--- src/rtl/usart_pkg.sv ---
package usart_pkg;
  localparam int MaxBits = 9;

  // Timing strobes handed from the control half to the datapath
  typedef struct packed {
    logic tick;      // base rate tick
    logic txBit;     // move the transmitter to its next bit
    logic rxSample;  // synchronous-mode sample edge
  } strobe_t;

  function automatic logic [3:0] charBits(input logic [2:0] code);
    case (code)
      3'b000:  return 4'd5;
      3'b001:  return 4'd6;
      3'b010:  return 4'd7;
      3'b111:  return 4'd9;
      default: return 4'd8;
    endcase
  endfunction

  function automatic logic isReserved(input logic [2:0] code);
    return (code == 3'b100) || (code == 3'b101) || (code == 3'b110);
  endfunction
endpackage

--- src/rtl/usart_ctrl.sv ---
module usart_ctrl
  import usart_pkg::*;
#(
  parameter int DivW = 12,
  parameter int Oversample = 16
) (
  input  logic            clk,
  input  logic            rst,
  input  logic            syncMode,
  input  logic            clkPol,
  input  logic [DivW-1:0] baudDiv,
  output strobe_t         stb,
  output logic            sclk
);
  localparam int SubW = $clog2(Oversample);

  logic [DivW-1:0] preCnt;
  logic [SubW-1:0] subCnt;
  logic            phase;
  logic            tick;

  assign tick = (preCnt >= baudDiv);

  always_ff @(posedge clk) begin
    if (rst) begin
      preCnt <= '0;
      subCnt <= '0;
      phase  <= 1'b0;
    end else if (tick) begin
      preCnt <= '0;
      subCnt <= subCnt + 1'b1;
      phase  <= syncMode ? ~phase : 1'b0;
    end else begin
      preCnt <= preCnt + 1'b1;
    end
  end

  always_comb begin
    stb.tick     = tick;
    stb.txBit    = tick && (syncMode ? !phase : (subCnt == SubW'(Oversample - 1)));
    stb.rxSample = tick && syncMode && phase;
  end

  assign sclk = syncMode ? (phase ^ clkPol) : 1'b0;
endmodule

--- src/rtl/usart_dp.sv ---
module usart_dp
  import usart_pkg::*;
#(
  parameter int Oversample = 16
) (
  input  logic               clk,
  input  logic               rst,
  input  strobe_t            stb,
  input  logic               syncMode,
  input  logic [2:0]         sizeCode,
  input  logic [MaxBits-1:0] txData,
  input  logic               txValid,
  output logic               txReady,
  output logic               txd,
  input  logic               rxd,
  output logic [MaxBits-1:0] rxData,
  output logic               rxValid,
  input  logic               rxReady,
  output logic               rxFerr,
  output logic               cfgErr
);
  localparam int FrameW = MaxBits + 2;
  localparam int SubW   = $clog2(Oversample);
  localparam logic [SubW-1:0] MidPoint = SubW'(Oversample / 2 - 1);

  logic [3:0]        nBits;
  logic [FrameW-1:0] frameVec, txShift;
  logic [3:0]        txLeft;
  logic              accept;

  assign nBits   = charBits(sizeCode);
  assign txReady = (txLeft == '0);
  assign accept  = txValid && txReady;

  always_comb begin
    frameVec    = '1;
    frameVec[0] = 1'b0;
    for (int i = 0; i < MaxBits; i++)
      if (4'(i) < nBits) frameVec[i+1] = txData[i];
  end

  always_ff @(posedge clk) begin
    if (rst) begin
      txShift <= '1;
      txLeft  <= '0;
      txd     <= 1'b1;
    end else if (accept) begin
      txShift <= frameVec;
      txLeft  <= nBits + 4'd2;
    end else if (stb.txBit && !txReady) begin
      txd     <= txShift[0];
      txShift <= {1'b1, txShift[FrameW-1:1]};
      txLeft  <= txLeft - 1'b1;
    end
  end

  logic               rxMeta, rxSync;
  logic               rxActive;
  logic [3:0]         rxIdx, rxBits;
  logic [SubW-1:0]    rxSub;
  logic [MaxBits-1:0] rxBuf;
  logic               startSeen, takeBit;

  assign startSeen = !rxActive && !rxSync && (syncMode ? stb.rxSample : stb.tick);
  assign takeBit   = rxActive && (syncMode ? stb.rxSample : (stb.tick && rxSub == MidPoint));

  always_ff @(posedge clk) begin
    if (rst) begin
      rxMeta   <= 1'b1;
      rxSync   <= 1'b1;
      rxActive <= 1'b0;
      rxIdx    <= '0;
      rxBits   <= '0;
      rxSub    <= '0;
      rxBuf    <= '0;
      rxData   <= '0;
      rxValid  <= 1'b0;
      rxFerr   <= 1'b0;
      cfgErr   <= 1'b0;
    end else begin
      rxMeta <= rxd;
      rxSync <= rxMeta;
      if (isReserved(sizeCode)) cfgErr <= 1'b1;
      if (rxValid && rxReady) rxValid <= 1'b0;
      if (startSeen) begin
        rxActive <= 1'b1;
        rxSub    <= '0;
        rxBits   <= nBits;
        rxBuf    <= '0;
        rxIdx    <= syncMode ? 4'd1 : 4'd0;
      end else if (rxActive) begin
        if (stb.tick && !syncMode) rxSub <= rxSub + 1'b1;
        if (takeBit) begin
          if (rxIdx == 4'd0) begin
            if (rxSync) rxActive <= 1'b0;
            else        rxIdx    <= 4'd1;
          end else if (rxIdx <= rxBits) begin
            for (int i = 0; i < MaxBits; i++)
              if (rxIdx == 4'(i + 1)) rxBuf[i] <= rxSync;
            rxIdx <= rxIdx + 1'b1;
          end else begin
            rxActive <= 1'b0;
            rxData   <= rxBuf;
            rxFerr   <= !rxSync;
            rxValid  <= 1'b1;
          end
        end
      end
    end
  end
endmodule

--- src/rtl/usart_engine.sv ---
module usart_engine
  import usart_pkg::*;
#(
  parameter int DivW = 12,
  parameter int Oversample = 16
) (
  input  logic               clk,
  input  logic               rst,
  input  logic               syncMode,
  input  logic               clkPol,
  input  logic [DivW-1:0]    baudDiv,
  input  logic [2:0]         sizeCode,
  input  logic [MaxBits-1:0] txData,
  input  logic               txValid,
  output logic               txReady,
  output logic               txd,
  output logic               sclk,
  input  logic               rxd,
  output logic [MaxBits-1:0] rxData,
  output logic               rxValid,
  input  logic               rxReady,
  output logic               rxFerr,
  output logic               cfgErr
);
  strobe_t stb;

  usart_ctrl #(.DivW(DivW), .Oversample(Oversample)) ctrl (
    .clk(clk), .rst(rst), .syncMode(syncMode), .clkPol(clkPol),
    .baudDiv(baudDiv), .stb(stb), .sclk(sclk)
  );

  usart_dp #(.Oversample(Oversample)) dp (
    .clk(clk), .rst(rst), .stb(stb), .syncMode(syncMode), .sizeCode(sizeCode),
    .txData(txData), .txValid(txValid), .txReady(txReady), .txd(txd),
    .rxd(rxd), .rxData(rxData), .rxValid(rxValid), .rxReady(rxReady),
    .rxFerr(rxFerr), .cfgErr(cfgErr)
  );
endmodule

--- config.mk ---
export PLATFORM = sky130hd
export DESIGN_NAME = usart_engine
export DESIGN_NICKNAME = d
export VERILOG_FILES = /design/src/rtl/usart_pkg.sv /design/src/rtl/usart_ctrl.sv /design/src/rtl/usart_dp.sv /design/src/rtl/usart_engine.sv
export SDC_FILE = /design/constraint.sdc
export NUM_CORES = 1
export LEC_CHECK = 0
export ABC_AREA = 1
export ABC_CLOCK_PERIOD_IN_PS = 6300
export CAP_MARGIN = 20
export CORE_UTILIZATION = 39
export DETAILED_ROUTE_END_ITERATION = 12
export HOLD_SLACK_MARGIN = 0.03
export MAX_ROUTING_LAYER = met4
export PLACE_DENSITY_LB_ADDON = 0.3
export SYNTH_ARGS = -nofsm -noshare
export SYNTH_HDL_FRONTEND = slang
export SYNTH_HIERARCHICAL = 1
export SYNTH_SLANG_ARGS = --single-unit
--- constraint.sdc ---
create_clock -name clk -period 6.3 [get_ports clk]
set_input_delay 1.26 -clock clk [delete_from_list [all_inputs] [get_ports clk]]
set_output_delay 1.26 -clock clk [all_outputs]
set_load 0.02 [all_outputs]
; ---- Yosys cells after proc, flatten, opt, wreduce, memory -nomap -nowiden
; Cells that the tools add are included.
[totals]
ramBits = 0
n_memories = 0
romBits = 0
elab_cells = 144
output_inout_bits = 15
reg_bits = 68
latch_bits = 0
[op_classes]
div_mod_pow = 0
magnitude_cmp = 11
reduce_logical = 40
n_mux = 38
multipliers = 0
n_eq_ne = 18
add_sub_neg = 6
bitwise = 6
n_shift = 0
[ops]
columns = cell, n
row1 = 5-bit AND reduction, 10
row2 = 4-bit two-way mux, 8
row3 = 1-bit two-way mux, 27
row4 = 4-bit by 3-bit equality test with 1-bit output (second input constant), 5
row5 = 10-bit two-way mux, 2
row6 = 3-bit by 4-bit < comparator with 1-bit output (first input constant), 4
row7 = 4-bit case mux with 4 select lines, 1
row8 = 12-bit by 1-bit adder with 12-bit output (second input constant), 1
row9 = 4-bit by 1-bit adder with 4-bit output (second input constant), 3
row10 = 3-bit equality test (second input constant), 4
row11 = 4-bit equality test (second input constant), 3
row12 = 12-bit >= comparator, 1
row13 = 1-bit logical AND, 11
row14 = 4-bit by 2-bit equality test with 1-bit output (second input constant), 2
row15 = 4-bit logical NOT, 2
row16 = 1-bit by 4-bit < comparator with 1-bit output (first input constant), 2
row17 = 2-bit by 4-bit < comparator with 1-bit output (first input constant), 2
row18 = 2-bit nonzero test, 3
row19 = 1-bit logical NOT, 5
row20 = 1-bit inverter, 5
row21 = 4-bit by 2-bit adder with 4-bit output (second input constant), 1
row22 = 4-bit by 1-bit equality test with 1-bit output (second input constant), 1
row23 = 4-bit less-or-equal comparator, 1
row24 = 4-bit < comparator (first input constant), 1
row25 = other kinds (11), 14

; ---- Logic depth before layout (Yosys ltp)
; Gate-level depths: netlist of run 1.
[logic_depth]
depth_word = 8
mapped_depth = 19

; ---- Cells and area by module
; Netlist of run 1, hierarchy kept.
[modules_own_cells]
columns = mod, instances, cells_each, area_per_inst_um2
row1 = usart_dp, 1, 344, 2549.9
row2 = usart_ctrl, 1, 158, 1162.4

; ---- Worst setup path before layout of run 1
; Ideal clock, no wire load.
[synth_timing]
path_kind = input-to-reg
start = in baudDiv[11]
end = reg dp.rxData[0]
path_stages = 18
setup_time_ns = 0.116
t_arrival_ns = 3.027
slack_ns = 3.157
cell_sequence = inv_1 -> ha_1 -> nand2_1 -> nor2_2 -> nand2_1 -> nor2_1 -> nor2_4 -> nand2_4 -> inv_4 -> nor2_1 -> nand2_2 -> nand2_1 -> nand3_4 -> nor2_2 -> inv_1 -> buf_2 -> nor2_1 -> nor2_1
[synth_rtl]
columns = item, line
row1 = "start, declared", usart_engine.sv:11  ; input logic [DivW-1:0] baudDiv,
row2 = "end signal, assigned", usart_dp.sv:103  ; rxData <= rxBuf;
row3 = "end, declared", usart_dp.sv:16  ; output logic [MaxBits-1:0] rxData,

; ---- Worst setup path after layout of run 1
[layout_timing]
start = in syncMode
end = out sclk
[layout_via]
elab_chain_len = 1
[layout_rtl]
columns = item, line
row1 = "start, declared", usart_engine.sv:9  ; input logic syncMode,
row2 = 1-bit two-way mux, usart_ctrl.sv:44  ; assign sclk = syncMode ? (phase ^ clkPol) : 1'b0;
row3 = "end, declared", usart_engine.sv:17  ; output logic sclk,
; Every way passes these cells.

==> reports/metrics.csv, run 1 <==
metric;value;unit
status;finished, final reports clean;
syn_nets;557;
critPathRequiredTime;5.04;ns
die_area;0.00991;mm^2
antenna_found_initial;0;
worst_ep_arrival_time;2.70;ns
drc;0;
placed_cell_area;0.00424;mm^2
maxCapViolCount;0;
hp-class;reg -> reg;
synth_top_area_share;36.7;%
antenna_cells;0;
clock_path_buffers;2;
syn_to_final_growth;19.5;%
grt-ovfl-total;0;
cts_tree;yes;
finalWorstPathRequiredPeriod;3.96;ns
p_per_area;223;mW/mm^2
yosysMostFrequentCell;nand2_1;
tns;0;ns
async_reset_ff_share;0;%
grt_max_degree;32;
leakage;0.00199;uW
initial_utilization;40.2;%
clkTransAtPathRegs;0.07;ns
row_count;35;
hold_ws;0.411;ns
hpwlAfterDp;5.82;mm
postCtsSetupBuffers;0;
end_kind;output pin;
skew;0.00951;ns
synth_cell_types;36;
synth_cells;502;
die_x;99.6;um
synth_area_leaders;dfxtp_1, nand2_1, ha_1, inv_1, nor2_1;
design_area;0.00444;mm^2
first_iter_violations;140;
ant_nets;0;
synth_ff_type;dfxtp_1;
cts.sink_count;68;
port-buffer-count;45;
max_freq;0.252;GHz
cts.repair.resized;0;
final_net_count;601;
hold_viol;0;
coreArea;0.00924;mm^2
via_per_inst;4.68;
wl_per_cell;11.2;um
yosysWarningCount;6;
first_pass_iters;4;
drv_slew;0;
ys_ff_latch;68;
htree_levels;3;
yosysSeqAreaShare;36.7;%
insertion_delay;0.35;ns
synth_edf_count;0;
ctsHoldBuffers;0;
vias;3183;
routed_wl;7.63;mm
grt_pass1_vias;3100;
path_max_fanout;5;
rsz0062_at_grt;no;
track_usage;17.5;%
syn_area_per_cell;7.40;um^2
synth_commonest_cells;nand2_1, dfxtp_1, inv_1;
layout-drive-gt1-share;10.9;%
layout_worst_path_cycle_share;62.9;%
worstMarginPinSlew;0.882;ns
cts_root_buf;clkbuf_8;
grt_pass1_wl;13.6;mm
irDropWorstVdd;0.106;mV
place_congestion;0.848;
slew-limit-headroom;41.1;%
setup_viol;0;
cts_made_buffers;9;
netlist_area;0.00371;mm^2
synth_largest_area_cell;dfxtp_1;
die_h;99.6;um
io_pins;46;
cp-start-kind;input port;
worstSetupPathType;in -> out;
==> area by class of cell <==
class | instances | area (um^2)
Clock buffer | 9 | 124
Sequential cell | 68 | 1360
Inverter | 74 | 280
Multi-Input combinational cell | 348 | 1980
Fill cell | 912 | 4800
Timing Repair Buffer | 45 | 450
Clock inverter | 7 | 75.1
Tap cell | 129 | 161
==> metal layers <==
metal / track usage [%] / routed length, um
met5: - / 0
met4: 6.79 / 57
met3: 3.02 / 229
met2: 28.3 / 3540
met1: 21.8 / 3810
==> power by group <==
group          total [uW]  switching [uW]  internal (uW)
logic                 162            94.8           67.0
clock network         363             179            185
registers             464            11.2            452
==> registers in the layout, indices dropped and copies added (netlist names), 4 cells and up <==
| register | count |
|---|---|
| ctrl/subCnt | 4 |
| dp/rxSub | 4 |
| ctrl/preCnt | 12 |
| dp/rxBuf | 9 |
| dp/txShift | 10 |
| dp/rxData | 9 |
| dp/rxBits | 4 |
| dp/txLeft | 4 |
| dp/rxIdx | 4 |
==> worst paths after layout <==
check | start | to | slack, ns | cells past startpoint
setup reg to reg | ctrl/preCnt[11] | dp/rxData[8] | 3.64 | 16
hold / removal | dp/rxMeta | dp/rxSync | 0.41 | 1
setup / recovery | syncMode | sclk | 2.34 | 4
hold reg to reg | dp/rxMeta | dp/rxSync | 0.41 | 1
==> through the flow <==
step / cells / total power (uW) / utilization, % / worst slack, ns
6_report: 680 / 989 / 48.0 / 2.34
5_1_grt: 680 / 1040 / 48.0 / 2.23
4_1_cts: 680 / 1000 / 48.0 / 2.34
3_5_place_dp: 664 / 636 / 45.9 / 2.19
3_3_place_gp: 664 / 632 / 45.9 / 2.29
2_1_floorplan: 502 / 584 / - / 3.16
==> placed cells by master (no fill, tap or decap), types with 4 or more instances in the layout <==
cell type / netlist / layout
nand4_1: 18 / 18
ha_1: 24 / 24
xnor2_1: 5 / 5
inv_2: 5 / 5
clkdlybuf4s50_1: 0 / 45
nor2_1: 66 / 66
nand2_2: 5 / 5
xor2_1: 9 / 9
o21ai_0: 26 / 26
a21oi_1: 23 / 23
nor2_2: 12 / 12
nand3_2: 4 / 4
nand3_1: 32 / 32
nand2_4: 6 / 6
dfxtp_1: 68 / 68
nand2_1: 96 / 96
inv_1: 68 / 68
clkbuf_8: 0 / 9
==> cells by family after synthesis <==
logic type      share of synthesized area (%)
flops                                    36.7
buf+inv                                  9.88
simple gates                             33.3
compound gates                           8.80
xor+xnor                                 3.30
fa+ha+maj                                8.09
==> critical path: stages <==
cell and delay (ns):
clkdlybuf4s50_1 0.59, inv_1 0.12, nor2_1 0.12, clkdlybuf4s50_1 0.61
No activity file was read; power rests on OpenSTA's default activity.
==> inputs of run 2 (changes only) <==
ABC_CLOCK_PERIOD_IN_PS = 3200   (was 6300)
clock period = 3.2 ns   (was 6.3 ns; I/O delays follow)
==> reports/metrics.csv, run 2 (synthesis gave the netlist of run 1 again) <==
metric;value;unit
finalWorstPathRequiredPeriod;2.82;ns
mostFrequentLayoutCells;nand2_1, inv_1, dfxtp_1;
place_congestion;0.863;
grt_pass1_vias;3088;
grt_pass1_wl;13.2;mm
max_freq;0.355;GHz
worst_ep_arrival_time;3.06;ns
fill_cells;921;
rsz0062_at_grt;no;
antenna_cells;0;
clock_path_buffers;2;
end_kind;flip-flop;
reg_top3;ctrl/preCnt x12, dp/txShift x10;
postCtsSetupBuffers;0;
io_pins;46;
row_count;35;
skew;0.00889;ns
worstMarginPinSlew;0.617;ns
cp-start-kind;input port;
cts.sink_count;68;
path_max_fanout;11;
antenna_found_initial;0;
drv_slew;0;
syn_to_final_growth;20.8;%
initial_utilization;40.2;%
seq_area;0.00136;mm^2
hp-class;reg -> reg;
layout-drive-gt1-share;11.7;%
final_net_count;607;
irDropWorstVdd;0.270;mV
first_pass_iters;4;
ant_nets;0;
first_iter_violations;129;
routed_wl;7.49;mm
largest_register_ffs;12;
maxCapViolCount;0;
cts.repair.resized;0;
largest-register;ctrl/preCnt;
die_x;99.6;um
fin_ws;0.380;ns
clkTransAtPathRegs;0.07;ns
port-buffer-count;45;
min-delay-start;dp/rxMeta;
p_per_area;434;mW/mm^2
ctsHoldBuffers;0;
setup_viol;0;
drc;0;
slew-limit-headroom;58.8;%
multi_input_area;0.00198;mm^2
hpwlAfterDp;5.67;mm
via_per_inst;4.71;
status;finished, final reports clean;
die_area;0.00991;mm^2
layout_commonest_cell;nand2_1;
wl_per_cell;10.9;um
htree_levels;3;
track_usage;17.0;%
critPathRequiredTime;3.44;ns
grt-ovfl-total;0;
cts_made_buffers;9;
cp-startpoint;baudDiv[11];
insertion_delay;0.34;ns
leakage;0.00203;uW
worstSetupPathType;in -> reg;
tns;0;ns
layout_worst_path_cycle_share;88.1;%
cts_root_buf;clkbuf_8;
vias;3234;
grt_max_degree;23;
coreArea;0.00924;mm^2
preCtsSetupSlack;0.0170;ns
hold_viol;0;
r2r_start;ctrl/preCnt[10];
cts_tree;yes;
die_h;99.6;um
run 2: changes by cell type in the layout (fill, tap and decap cells not counted):
cell        delta
buf_4          +6
clkbuf_8       +2
clkinvlp_4     -2
inv_6          -2
clkbuf_1       +1
clkinv_2       +1
run 2: cell type report:
cell class | instances | share of cell area, %
clock buffer | 12 | 3.46
clock inverter | 4 | 1.06
inverter | 74 | 6.25
multi-input combinational | 348 | 44.2
sequential | 68 | 30.3
tap | 129 | 3.60
timing repair buffer | 51 | 11.0
run 2: final timing paths:
path	slack (ns)	endpoint	cells after the start
setup reg to reg	0.82	dp/rxData[5]	16
hold / removal	0.41	dp/rxSync	1
hold reg to reg	0.41	dp/rxSync	1
setup / recovery	0.38	dp/rxData[5]	18
run 2: worst max-delay path, cell delays in order:
cell and delay [ns]:
clkdlybuf4s50_1 0.45, inv_1 0.04, ha_1 0.29, nand2_1 0.08
nor2_2 0.12, nand2_1 0.07, nor2_1 0.17, nor2_4 0.09
nand2_4 0.08, inv_4 0.05, nor2_1 0.11, nand2_2 0.09
nand2_4 0.12, nand3_4 0.13, nor2_2 0.14, inv_1 0.17
nor2_1 0.15, nor2_1 0.06
run 2: power by group:
group	switching (uW)	internal, uW	total (uW)
clock	313	400	713
sequential	22.8	891	914
combinational	185	133	318
total	521	1420	1950
run 2: stage by stage:
stage	util, %	hold WS (ns)	cells	instance area, um^2	power, uW
after floorplan	-	0.389	502	3710	1150
after global placement	46.4	0.394	670	4280	1250
after detailed placement	46.4	0.397	670	4280	1250
after CTS	48.5	0.415	686	4490	1970
after global routing	48.5	0.443	686	4490	2050
final	48.5	0.413	686	4490	1950
run 2: metal layers:
metal / wire [um] / track usage (%)
met2: 3430 / 27.5
met3: 248 / 4.29
met1: 3720 / 20.7
met4: 98 / 5.54
met5: 0 / -
